`config.mk`:
```
export PLATFORM = sky130hd
export DESIGN_NAME = pwm_multi
export DESIGN_NICKNAME = d
export VERILOG_FILES = /design/src/rtl/pwm_pkg.sv /design/src/rtl/pwm_regfile.sv /design/src/rtl/pwm_prescaler.sv /design/src/rtl/pwm_chan.sv /design/src/rtl/pwm_multi.sv
export SDC_FILE = /design/constraint.sdc
export NUM_CORES = 1
export LEC_CHECK = 0
export BUFFER_PORTS_ARGS = -buffer_cell sky130_fd_sc_hd__buf_2
export CAP_MARGIN = 30
export CORE_ASPECT_RATIO = 1.25
export CORE_UTILIZATION = 35
export DETAILED_ROUTE_END_ITERATION = 10
export PLACE_DENSITY = 0.5
export SLEW_MARGIN = 0
export SYNTH_ARGS = -nofsm -noshare
export SYNTH_HDL_FRONTEND = slang
export SYNTH_SLANG_ARGS = --single-unit
```
`constraint.sdc`:
```
create_clock -name clk -period 2.63 [get_ports clk]
set_input_delay 0.263 -clock clk [delete_from_list [all_inputs] [get_ports clk]]
set_output_delay 0.263 -clock clk [all_outputs]
set_load 0.01 [all_outputs]
```
`src/rtl/pwm_pkg.sv`:
```
// Package: shared widths and the per-channel configuration record.
// Assumes an 8-bit register port and the fixed 1024-quantum period.
package pwm_pkg;
    localparam int CODE_W   = 4;
    localparam int DUTY_W   = 10;
    localparam int BYTE_W   = 8;
    localparam int DIV_W    = 5;
    localparam int DIV_BASE = 32;
    localparam int QMAX     = (1 << DUTY_W) - 1;

    typedef struct packed {
        logic [CODE_W-1:0] code;
        logic [DUTY_W-1:0] duty;
        logic              en;
    } chan_cfg_t;
endpackage

```
`src/rtl/pwm_regfile.sv`:
```
// Register file: stores duty, frequency code and enable for every channel
// and returns them on a combinational read mux.
// Assumes N_CH <= 8 so the enable bits fit in one byte.
module pwm_regfile #(
    parameter int N_CH   = 3,
    parameter int ADDR_W = 3
) (
    input  logic                      clk,
    input  logic                      rst_n,
    input  logic                      reg_we,
    input  logic [ADDR_W-1:0]         reg_addr,
    input  logic [pwm_pkg::BYTE_W-1:0] reg_wdata,
    output logic [pwm_pkg::BYTE_W-1:0] reg_rdata,
    output pwm_pkg::chan_cfg_t        cfg_o [N_CH]
);
    import pwm_pkg::*;

    localparam logic [ADDR_W-1:0] EN_ADDR = ADDR_W'(2 * N_CH);

    logic [BYTE_W-1:0] duty_lo [N_CH];
    logic [1:0]        duty_hi [N_CH];
    logic [CODE_W-1:0] code_r  [N_CH];
    logic [N_CH-1:0]   en_r;

    // Register writes: decode the address and update the addressed byte.
    always_ff @(posedge clk) begin
        if (!rst_n) begin
            for (int n = 0; n < N_CH; n++) begin
                duty_lo[n] <= '0;
                duty_hi[n] <= '0;
                code_r[n]  <= '0;
            end
            en_r <= '0;
        end else if (reg_we) begin
            for (int n = 0; n < N_CH; n++) begin
                if (reg_addr == ADDR_W'(2 * n))
                    duty_lo[n] <= reg_wdata;
                if (reg_addr == ADDR_W'(2 * n + 1)) begin
                    duty_hi[n] <= reg_wdata[1:0];
                    code_r[n]  <= reg_wdata[7:4];
                end
            end
            if (reg_addr == EN_ADDR)
                en_r <= reg_wdata[N_CH-1:0];
        end
    end

    // Read mux: stored contents, unused positions zero.
    always_comb begin
        reg_rdata = '0;
        for (int n = 0; n < N_CH; n++) begin
            if (reg_addr == ADDR_W'(2 * n))
                reg_rdata = duty_lo[n];
            if (reg_addr == ADDR_W'(2 * n + 1))
                reg_rdata = {code_r[n], 2'b00, duty_hi[n]};
        end
        if (reg_addr == EN_ADDR)
            reg_rdata = BYTE_W'(en_r);
    end

    for (genvar g = 0; g < N_CH; g++) begin : g_cfg
        assign cfg_o[g] = '{code: code_r[g], duty: {duty_hi[g], duty_lo[g]}, en: en_r[g]};
    end

    AST_HI_GAP_ZERO: assert property (@(posedge clk) disable iff (!rst_n)
        (reg_we && reg_addr[0] && (reg_addr < EN_ADDR) && (reg_wdata[3:2] != 2'b00))
        |=> ((reg_addr != $past(reg_addr)) || (reg_rdata[3:2] == 2'b00)));

    if (N_CH < BYTE_W) begin : g_en_gap
        AST_EN_GAP_ZERO: assert property (@(posedge clk) disable iff (!rst_n)
            (reg_we && (reg_addr == EN_ADDR) && (reg_wdata[BYTE_W-1:N_CH] != '0))
            |=> ((reg_addr != EN_ADDR) || (reg_rdata[BYTE_W-1:N_CH] == '0)));
    end
endmodule

```
`src/rtl/pwm_prescaler.sv`:
```
// Prescaler: counts reference cycles and pulses tick on the last cycle of
// each quantum (div_m1 + 1 cycles). restart forces the count back to zero.
module pwm_prescaler #(
    parameter int DIV_W = 5
) (
    input  logic             clk,
    input  logic             rst_n,
    input  logic             run,
    input  logic             restart,
    input  logic [DIV_W-1:0] div_m1,
    output logic             tick
);
    logic [DIV_W-1:0] cnt;

    assign tick = run && (cnt == div_m1);

    // Cycle counter within one quantum.
    always_ff @(posedge clk) begin
        if (!rst_n)
            cnt <= '0;
        else if (restart || tick)
            cnt <= '0;
        else if (run)
            cnt <= cnt + 1'b1;
    end

    AST_PRESCALE_RANGE: assert property (@(posedge clk) disable iff (!rst_n)
        run |-> (cnt <= div_m1));
endmodule

```
`src/rtl/pwm_chan.sv`:
```
// One PWM channel: holds the active settings, counts quanta across the
// 1024-quantum period and compares against the duty. New settings from the
// register file are taken only while idle or at the period's last cycle.
module pwm_chan (
    input  logic               clk,
    input  logic               rst_n,
    input  pwm_pkg::chan_cfg_t cfg_i,
    output logic               pwm_o
);
    import pwm_pkg::*;

    logic              active;
    logic [CODE_W-1:0] code_q;
    logic [DUTY_W-1:0] duty_q;
    logic [DUTY_W-1:0] qcnt;
    logic              tick;
    logic              load;
    logic [DIV_W-1:0]  div_m1;

    assign div_m1 = DIV_W'(DIV_BASE - 1) - DIV_W'(code_q);
    assign load   = !active || (tick && (qcnt == DUTY_W'(QMAX)));
    assign pwm_o  = active && (qcnt <= duty_q);

    pwm_prescaler #(.DIV_W(DIV_W)) i_presc (
        .clk     (clk),
        .rst_n   (rst_n),
        .run     (active),
        .restart (load),
        .div_m1  (div_m1),
        .tick    (tick)
    );

    // Period state: latch settings at a boundary, else advance the quantum count.
    always_ff @(posedge clk) begin
        if (!rst_n) begin
            active <= 1'b0;
            code_q <= '0;
            duty_q <= '0;
            qcnt   <= '0;
        end else if (load) begin
            active <= cfg_i.en;
            code_q <= cfg_i.code;
            duty_q <= cfg_i.duty;
            qcnt   <= '0;
        end else if (tick) begin
            qcnt <= qcnt + 1'b1;
        end
    end

    AST_CFG_HELD: assert property (@(posedge clk) disable iff (!rst_n)
        ($past(active) && !$past(load)) |-> ($stable(duty_q) && $stable(code_q) && active));

    AST_FRESH_HIGH: assert property (@(posedge clk) disable iff (!rst_n)
        $rose(active) |-> (pwm_o && (qcnt == '0)));

    AST_QCNT_STEP: assert property (@(posedge clk) disable iff (!rst_n)
        ($past(active) && active) |->
            ((qcnt == $past(qcnt)) || (qcnt == $past(qcnt) + 1'b1) || (qcnt == '0)));
endmodule

```
`src/rtl/pwm_multi.sv`:
```
// Top: register file plus N_CH generated channels sharing one clock.
// Assumes N_CH between 1 and 8; reg_rdata follows reg_addr combinationally.
module pwm_multi #(
    parameter int N_CH   = 3,
    parameter int ADDR_W = $clog2(2 * N_CH + 1)
) (
    input  logic              clk,
    input  logic              rst_n,
    input  logic              reg_we,
    input  logic [ADDR_W-1:0] reg_addr,
    input  logic [7:0]        reg_wdata,
    output logic [7:0]        reg_rdata,
    output logic [N_CH-1:0]   pwm_out
);
    pwm_pkg::chan_cfg_t cfg [N_CH];

    pwm_regfile #(.N_CH(N_CH), .ADDR_W(ADDR_W)) i_regs (
        .clk       (clk),
        .rst_n     (rst_n),
        .reg_we    (reg_we),
        .reg_addr  (reg_addr),
        .reg_wdata (reg_wdata),
        .reg_rdata (reg_rdata),
        .cfg_o     (cfg)
    );

    for (genvar g = 0; g < N_CH; g++) begin : g_ch
        pwm_chan i_chan (
            .clk   (clk),
            .rst_n (rst_n),
            .cfg_i (cfg[g]),
            .pwm_o (pwm_out[g])
        );
    end
endmodule

```
==> results of run 1 <==
-- layer usage --
layer,up-vias,GRT usage (%)
li1,2566,-
met1,2474,20.9
met2,76,30.4
met3,16,2.75
met4,0,6.37
met5,-,0
-- cells in the mapped netlist (4+ instances only) --
master / n / area (sq um)
clkbuf_1: 25 / 93.8
nor2b_1: 7 / 43.8
a21o_1: 9 / 67.6
nor2_1: 26 / 97.6
inv_1: 47 / 176
nand2_1: 113 / 424
xor2_1: 18 / 158
or4_1: 16 / 120
nor3_1: 6 / 30.0
buf_2: 4 / 20.0
nand3_1: 25 / 125
and4_1: 4 / 35.0
ha_1: 36 / 450
o21ai_0: 20 / 100
mux4_2: 5 / 113
and2_1: 19 / 119
dfxtp_1: 93 / 1860
a21oi_1: 38 / 190
o21a_1: 6 / 45.0
mux2i_1: 52 / 521
or3_1: 5 / 31.3
o31ai_1: 18 / 135
edfxtp_1: 42 / 1260
nand4_1: 22 / 138
-- worst max path at each step --
stage                                                    from                                    end  slack, ns
after global placement    g_ch[1].i_chan.qcnt[1]$_SDFFE_PP0P_  g_ch[1].i_chan.duty_q[2]$_SDFFE_PN0P_       0.55
after floorplan                                   reg_addr[1]        i_regs.duty_lo[0][10]$_DFFE_PP_       0.57
final                     g_ch[0].i_chan.qcnt[7]$_SDFFE_PP0P_                             pwm_out[0]       0.31
after global routing      g_ch[0].i_chan.qcnt[7]$_SDFFE_PP0P_                             pwm_out[0]       0.19
after CTS                 g_ch[0].i_chan.qcnt[7]$_SDFFE_PP0P_                             pwm_out[0]       0.30
after detailed placement  g_ch[1].i_chan.qcnt[1]$_SDFFE_PP0P_  g_ch[1].i_chan.duty_q[7]$_SDFFE_PN0P_       0.49
-- cell families (layout without fill, tap and decap cells) --
group / count (synthesis) / count (layout) / synth area share [%]
and+or+nand+nor: 254 / 254 / 18.4
DFF: 135 / 135 / 46.2
AOI/OAI and AO/OA: 121 / 121 / 11.8
buffers and inverters: 82 / 116 / 5.01
muxes: 57 / 57 / 9.36
adders and majority gates: 36 / 36 / 6.66
xor gates and xnor gates: 20 / 20 / 2.59
-- critical path: stages (launching register included) --
cell and delay [ns]:
dfxtp_1 0.40, ha_1 0.28, a21o_1 0.18, a21o_1 0.17, a221oi_1 0.29, o21a_1 0.17, buf_2 0.13
-- registers in the layout, indices dropped and copies added (netlist names), 6 cells and up --
register	flops
g_ch.i_chan.i_presc.cnt	15
g_ch.i_chan.qcnt	30
i_regs.duty_lo	24
g_ch.i_chan.duty_q	30
g_ch.i_chan.code_q	12
i_regs.duty_hi	6
i_regs.code_r	12
-- per-stage QoR --
stage | instances | power [W] | util, %
global placement | 939 | 0.00269 | 37.7
detailed placement | 939 | 0.00270 | 37.7
finish | 971 | 0.00492 | 40.7
global route | 971 | 0.00511 | 40.7
floorplan | 705 | 0.00257 | -
CTS | 971 | 0.00497 | 40.7
-- power by group through the flow --
stage	Sequential, W	Combinational, W	Clock (W)
after floorplan	0.00233	0.000242	0
after global placement	0.00237	0.000329	0
after global routing	0.00233	0.000374	0.00241
final	0.00232	0.000334	0.00227
after CTS	0.00232	0.000339	0.00232
after detailed placement	0.00236	0.000337	0
-- area by class of cell --
type	instances	area (sq um)	share of cell area [%]
clock buffers	17	425	5.55
multi-input cells	488	3300	43.0
inverters	47	176	2.30
repair buffers	37	220	2.87
flip-flops and latches	135	3120	40.7
clock inverters	15	135	1.76
well taps	232	290	3.78
==> summary.txt, run 1 <==
Clocking
  • Clk sinks: 135
  • CTS Buf Count: 17
  • CTS Buffer Depth: 2
  • CTS tree: built
  • Hold-fix buffers, CTS: 0
  • Post-CTS setup buffer count: 0
  • Post-CTS Resized: 0
  • Worst-Skew Late Latency: 0.41 ns
  • Root Driver: clkbuf_16
  • H-tree depth: 4
  • Clk slew on worst S/H paths: 0.06 ns

Setup path
  • Worst reg2reg setup slack: 0.49 ns
  • CP Data Required Time: 2.37 ns
  • Crit end category: output port
  • R2r endpoint: g_ch[1].i_chan.duty_q[7]$_SDFFE_PN0P_
  • Arr. time, crit path: 2.05 ns
  • Crit-path max FO: 5
  • FF-to-FF Start: g_ch[1].i_chan.qcnt[1]$_SDFFE_PP0P_
  • CP startpoint kind: register
  • Kind of critical path: reg -> out
  • R2r worst-path depth: 5

Timing
  • Setup TNS: 0 ns
  • Worst clock skew: 0.00823 ns
  • Clock period minus final worst setup slack: 2.32 ns
  • Max Slew Vio Count: 0
  • Worst Max-Slew Pin Slew: 0.944 ns
  • Slew HR: 37.1%
  • Final setup fails: 0
  • Post-route setup slack: 0.313 ns
  • Worst hold slack: 0.131 ns
  • Final period util: 88.1%
  • Endpoints failing hold: 0
  • Max Clock Freq: 0.432 GHz
  • RSZ-0062 raised after global routing: false

Routing
  • DRT Pass-1 Iters: 5
  • Routed wl met2: 8210 microns
  • Via density: 5.29
  • Post-route ant nets: 0
  • WL/cell: 16.6 microns
  • Top layer in use: met4
  • Met3 routed WL: 401 microns
  • Vias: 5132
  • DRT met1 WL: 7250 microns
  • Routed WL: 16100 microns
  • DRC viols: 0
  • Drt initial violations: 243

Global routing
  • Tot GR Track Use: 17.2%
  • First-pass GRT wire length: 26300 microns
  • Initial antenna violation count: 0
  • Vias in the first global route: 5034
  • Largest net degree at the start of global routing: 59
  • Total overflow reported by the global router: 0

Floorplan
  • Core Area: 18800 sq um
  • Die Y: 157 microns
  • Die extent in x: 126 microns
  • Initial Util: 35.9%
  • Die area: 19900 sq um
  • I/O pin cnt: 25
  • Std cell rows: 56

Place
  • Post-DP HPWL: 12200 microns
  • Port bufs: 24
  • Dpl ws: 0.492 ns
  • RD Place Congestion: 0.821
  • Area after DPL: 7110 sq um

Yosys
  • Post-synthesis async set-or-reset flop share: 0%
  • EDFF count, synth: 42
  • Synth Warn #: 0
  • Prevailing post-synth register cell: dfxtp_1
  • Post-Synthesis Cells: 705
  • Seq/Total Area, Yosys: 46.2%
  • Post-Syn Area per Cell: 9.59 sq um
  • #FFs+latches synth: 135
  • Syn nets: 755
  • Synth cell types: 52
  • Mapped Area: 6760 sq um

Hold path
  • Hold Crit Class: in -> reg
  • HP Start: reg_wdata[0]
  • Hold path depth: 3
  • WHS Endpoint: i_regs.en_r[0]$_SDFFE_PN0P_

Run
  • Max Cap Violations: 0

Cells and area
  • Most common cell after layout, fill and taps aside: nand2_1
  • Final Instance Area: 7670 sq um
  • Share of layout cells above drive strength 1: 10.3%
  • # diodes: 0
  • Commonest cells after routing, fill and taps aside: nand2_1 (113), dfxtp_1 (93), mux2i_1 (52), inv_1 (47), edfxtp_1 (42)
  • Fillers: 1838
  • Nets: 776
  • Synth-to-layout area growth: 13.4%

Pwr
  • Switching pwr: 0.00116 W
  • LEAKAGE: 2.85 nW
  • Comb power frac: 6.8%
  • VDD IR max: 0.468 mV
  • Flop pwr share: 47.1%
  • Power Dens Cells: 642 nW/um^2
  • P_int: 0.00376 W
  • Clk pwr share: 46.1%
  • Sw Share: 23.6%

Outcome
  • Status: complete, no violations
(Power assumes the default switching activity.)
==> run 2: changes to the inputs <==
- CTS_BUF_LIST: default -> sky130_fd_sc_hd__clkbuf_8
- MAX_ROUTING_LAYER: default -> met4
- clock period: 2.63 -> 2.76 ns (I/O delays scaled with it)
==> run 2 against run 1 <==
  * Largest cell class unchanged
  * First-iteration DRC count up 11%
  * Combinational power down 5%
  * Clock-buffer cell count unchanged
  * Die area unchanged
  * Critical path depth unchanged
  * Wire length down 1.1%
  * Worst setup slack better by 0.11 ns
  * Cell count unchanged
  * Clock power down 26%
  * Non-clock buffer count unchanged
  * Design area down 2.1%
  * Clock skew up 0.012 ns
==> summary.txt, run 2 (synthesis results as in run 1) <==
Setup path
  • Crit end category: output port (unchanged)
  • Kind of critical path: reg -> out (unchanged)
  • CP startpoint kind: register (unchanged)
  • CP Launch Point: g_ch[0].i_chan.qcnt[7]$_SDFFE_PP0P_ (unchanged)
  • Worst reg2reg setup slack: 0.64 ns (was 0.49 ns)
  • R2r worst-path depth: 5 (unchanged)
  • Worst setup endpoint: pwm_out[0] (unchanged)
  • Arr. time, crit path: 2.06 ns (was 2.05 ns)
  • Crit-path max FO: 5 (unchanged)
  • CP Data Required Time: 2.48 ns (was 2.37 ns)
  • R2r endpoint: g_ch[1].i_chan.code_q[1]$_SDFFE_PN0P_ (was g_ch[1].i_chan.duty_q[7]$_SDFFE_PN0P_)
  • FF-to-FF Start: g_ch[1].i_chan.qcnt[1]$_SDFFE_PP0P_ (unchanged)

Pwr
  • Power Dens Cells: 560 nW/um^2 (was 642 nW/um^2)
  • VDD IR max: 0.310 mV (was 0.468 mV)
  • LEAKAGE: 2.78 nW (was 2.85 nW)
  • P_int: 0.00309 W (was 0.00376 W)
  • Sw Share: 26.5% (was 23.6%)
  • Flop pwr share: 52.6% (was 47.1%)
  • Clk pwr share: 39.9% (was 46.1%)
  • Comb power frac: 7.6% (was 6.8%)
  • Switching pwr: 0.00111 W (was 0.00116 W)

Cells and area
  • Nets: 776 (unchanged)
  • Commonest cells after routing, fill and taps aside: nand2_1 (113), dfxtp_1 (93), mux2i_1 (52), inv_1 (47), edfxtp_1 (42) (unchanged)
  • Footprint of the multi-input gates: 3300 sq um (unchanged)
  • # diodes: 0 (unchanged)
  • Synth-to-layout area growth: 11.1% (was 13.4%)
  • Register cell area after layout: 3120 sq um (unchanged)
  • Largest regs: g_ch.i_chan.duty_q x30, g_ch.i_chan.qcnt x30, i_regs.duty_lo x24 (unchanged)
  • Share of layout cells above drive strength 1: 10.7% (was 10.3%)
  • Fillers: 1845 (was 1838)
  • Most common cell after layout, fill and taps aside: nand2_1 (unchanged)

Routing
  • Drt initial violations: 269 (was 243)
  • Routed WL: 15900 microns (was 16100 microns)
  • Post-route ant nets: 0 (unchanged)
  • Via density: 5.27 (was 5.29)
  • WL/cell: 16.4 microns (was 16.6 microns)
  • DRT Pass-1 Iters: 4 (was 5)
  • DRC viols: 0 (unchanged)
  • Vias: 5122 (was 5132)

Timing
  • Max Clock Freq: 0.428 GHz
  • RSZ-0062 raised after global routing: false (unchanged)
  • Clock period minus final worst setup slack: 2.33 ns
  • Max Slew Vio Count: 0 (unchanged)
  • Setup TNS: 0 ns (unchanged)
  • Final period util: 84.6%
  • Post-route setup slack: 0.426 ns (was 0.313 ns)
  • Worst clock skew: 0.0203 ns (was 0.00823 ns)
  • Endpoints failing hold: 0 (unchanged)
  • Worst Max-Slew Pin Slew: 0.924 ns (was 0.944 ns)
  • Final setup fails: 0 (unchanged)
  • Slew HR: 38.4% (was 37.1%)

Floorplan
  • Std cell rows: 56 (unchanged)
  • Die area: 19900 sq um (unchanged)
  • Die extent in x: 126 microns (unchanged)
  • Die Y: 157 microns (unchanged)
  • Core Area: 18800 sq um (unchanged)
  • I/O pin cnt: 25 (unchanged)
  • Initial Util: 35.9% (unchanged)

Clocking
  • CTS Buffer Depth: 2 (unchanged)
  • CTS Buf Count: 17 (unchanged)
  • CTS tree: built (unchanged)
  • H-tree depth: 4 (unchanged)
  • Post-CTS setup buffer count: 0 (unchanged)
  • Clk slew on worst S/H paths: 0.10 ns (was 0.06 ns)
  • Post-CTS Resized: 0 (unchanged)
  • Worst-Skew Late Latency: 0.45 ns (was 0.41 ns)
  • Hold-fix buffers, CTS: 0 (unchanged)
  • Root Driver: clkbuf_8 (was clkbuf_16)
  • Clk sinks: 135 (unchanged)

Global routing
  • First-pass GRT wire length: 26100 microns (was 26300 microns)
  • Initial antenna violation count: 0 (unchanged)
  • Largest net degree at the start of global routing: 42 (was 59)
  • Vias in the first global route: 5089 (was 5034)
  • Tot GR Track Use: 17.5% (was 17.2%)
  • Total overflow reported by the global router: 0 (unchanged)

Run
  • Max Cap Violations: 0 (unchanged)

Hold path
  • Hold Crit Class: in -> reg (unchanged)

Place
  • Port bufs: 24 (unchanged)
  • Post-DP HPWL: 12100 microns (was 12200 microns)
  • Dpl ws: 0.642 ns (was 0.492 ns)
  • RD Place Congestion: 0.846 (was 0.821)

Outcome
  • Status: complete, no violations (unchanged)
## run 2: cell types whose count changed in the layout (fill, tap and decap cells not counted), moves of 3 or more
cell / previous run / this run
clkbuf_8: 0 / 17
clkbuf_16: 17 / 0
clkinv_1: 4 / 1
clkinv_2: 4 / 0
clkinv_4: 1 / 4
## run 2: worst min-delay path by stage
| stage | from | endpoint | slack, ns | depth (start not counted) |
|---|---|---|---|---|
| 6_report | reg_wdata[2] | i_regs.en_r[2]$_SDFFE_PN0P_ | 0.13 | 3 |
| 5_1_grt | reg_wdata[2] | i_regs.en_r[2]$_SDFFE_PN0P_ | 0.12 | 3 |
| 4_1_cts | reg_wdata[2] | i_regs.en_r[2]$_SDFFE_PN0P_ | 0.1 | 3 |
| 3_5_place_dp | g_ch[0].i_chan.duty_q[7]$_SDFFE_PN0P_ | g_ch[0].i_chan.duty_q[7]$_SDFFE_PN0P_ | 0.46 | 2 |
| 3_3_place_gp | g_ch[1].i_chan.duty_q[8]$_SDFFE_PN0P_ | g_ch[1].i_chan.duty_q[8]$_SDFFE_PN0P_ | 0.45 | 2 |
| 2_1_floorplan | i_regs.en_r[1]$_SDFFE_PN0P_ | g_ch[1].i_chan.active$_SDFFE_PN0P_ | 0.43 | 2 |
## run 2: worst max-delay path, cell delays in order, from the launching register on
cell      delay, ns
dfxtp_1        0.36
ha_1           0.32
a21o_1         0.18
a21o_1         0.17
a221oi_1       0.29
o21a_1         0.16
buf_2          0.13
## run 2: power by group through the flow
stage	clock (W)	sequential [W]	combinational, W
floorplan	0	0.00222	0.000230
global placement	0	0.00226	0.000315
detailed placement	0	0.00226	0.000322
CTS	0.00172	0.00221	0.000323
global route	0.00181	0.00222	0.000356
finish	0.00168	0.00221	0.000318
## run 2: stage by stage
step / instance area, sq um / cells / util, % / hold WS (ns) / power [W]
3_5_place_dp: 7110 / 939 / 37.7 / 0.456 / 0.00258
4_1_cts: 7510 / 971 / 39.9 / 0.100 / 0.00425
2_1_floorplan: 6760 / 705 / - / 0.435 / 0.00245
3_3_place_gp: 7110 / 939 / 37.7 / 0.450 / 0.00257
6_report: 7510 / 971 / 39.9 / 0.128 / 0.00420
5_1_grt: 7510 / 971 / 39.9 / 0.120 / 0.00438
## run 2: cell type report
cell class / instances / share of cell area, %
multi-input cells: 488 / 43.9
flip-flops and latches: 135 / 41.6
well taps: 232 / 3.86
clock buffers: 17 / 3.11
repair buffers: 37 / 2.93
inverters: 47 / 2.35
clock inverters: 15 / 2.23
## run 2: routing by layer
layer  part of all wire (%)  up-vias  wire [microns]  GRT usage [%]
met5                      0        -               0              -
met4                    1.4        0             217           5.91
met3                    2.7       15             424           3.26
met2                     51       79            8050           30.2
met1                     45     2465            7220           20.4
li1                       -     2563               -              -
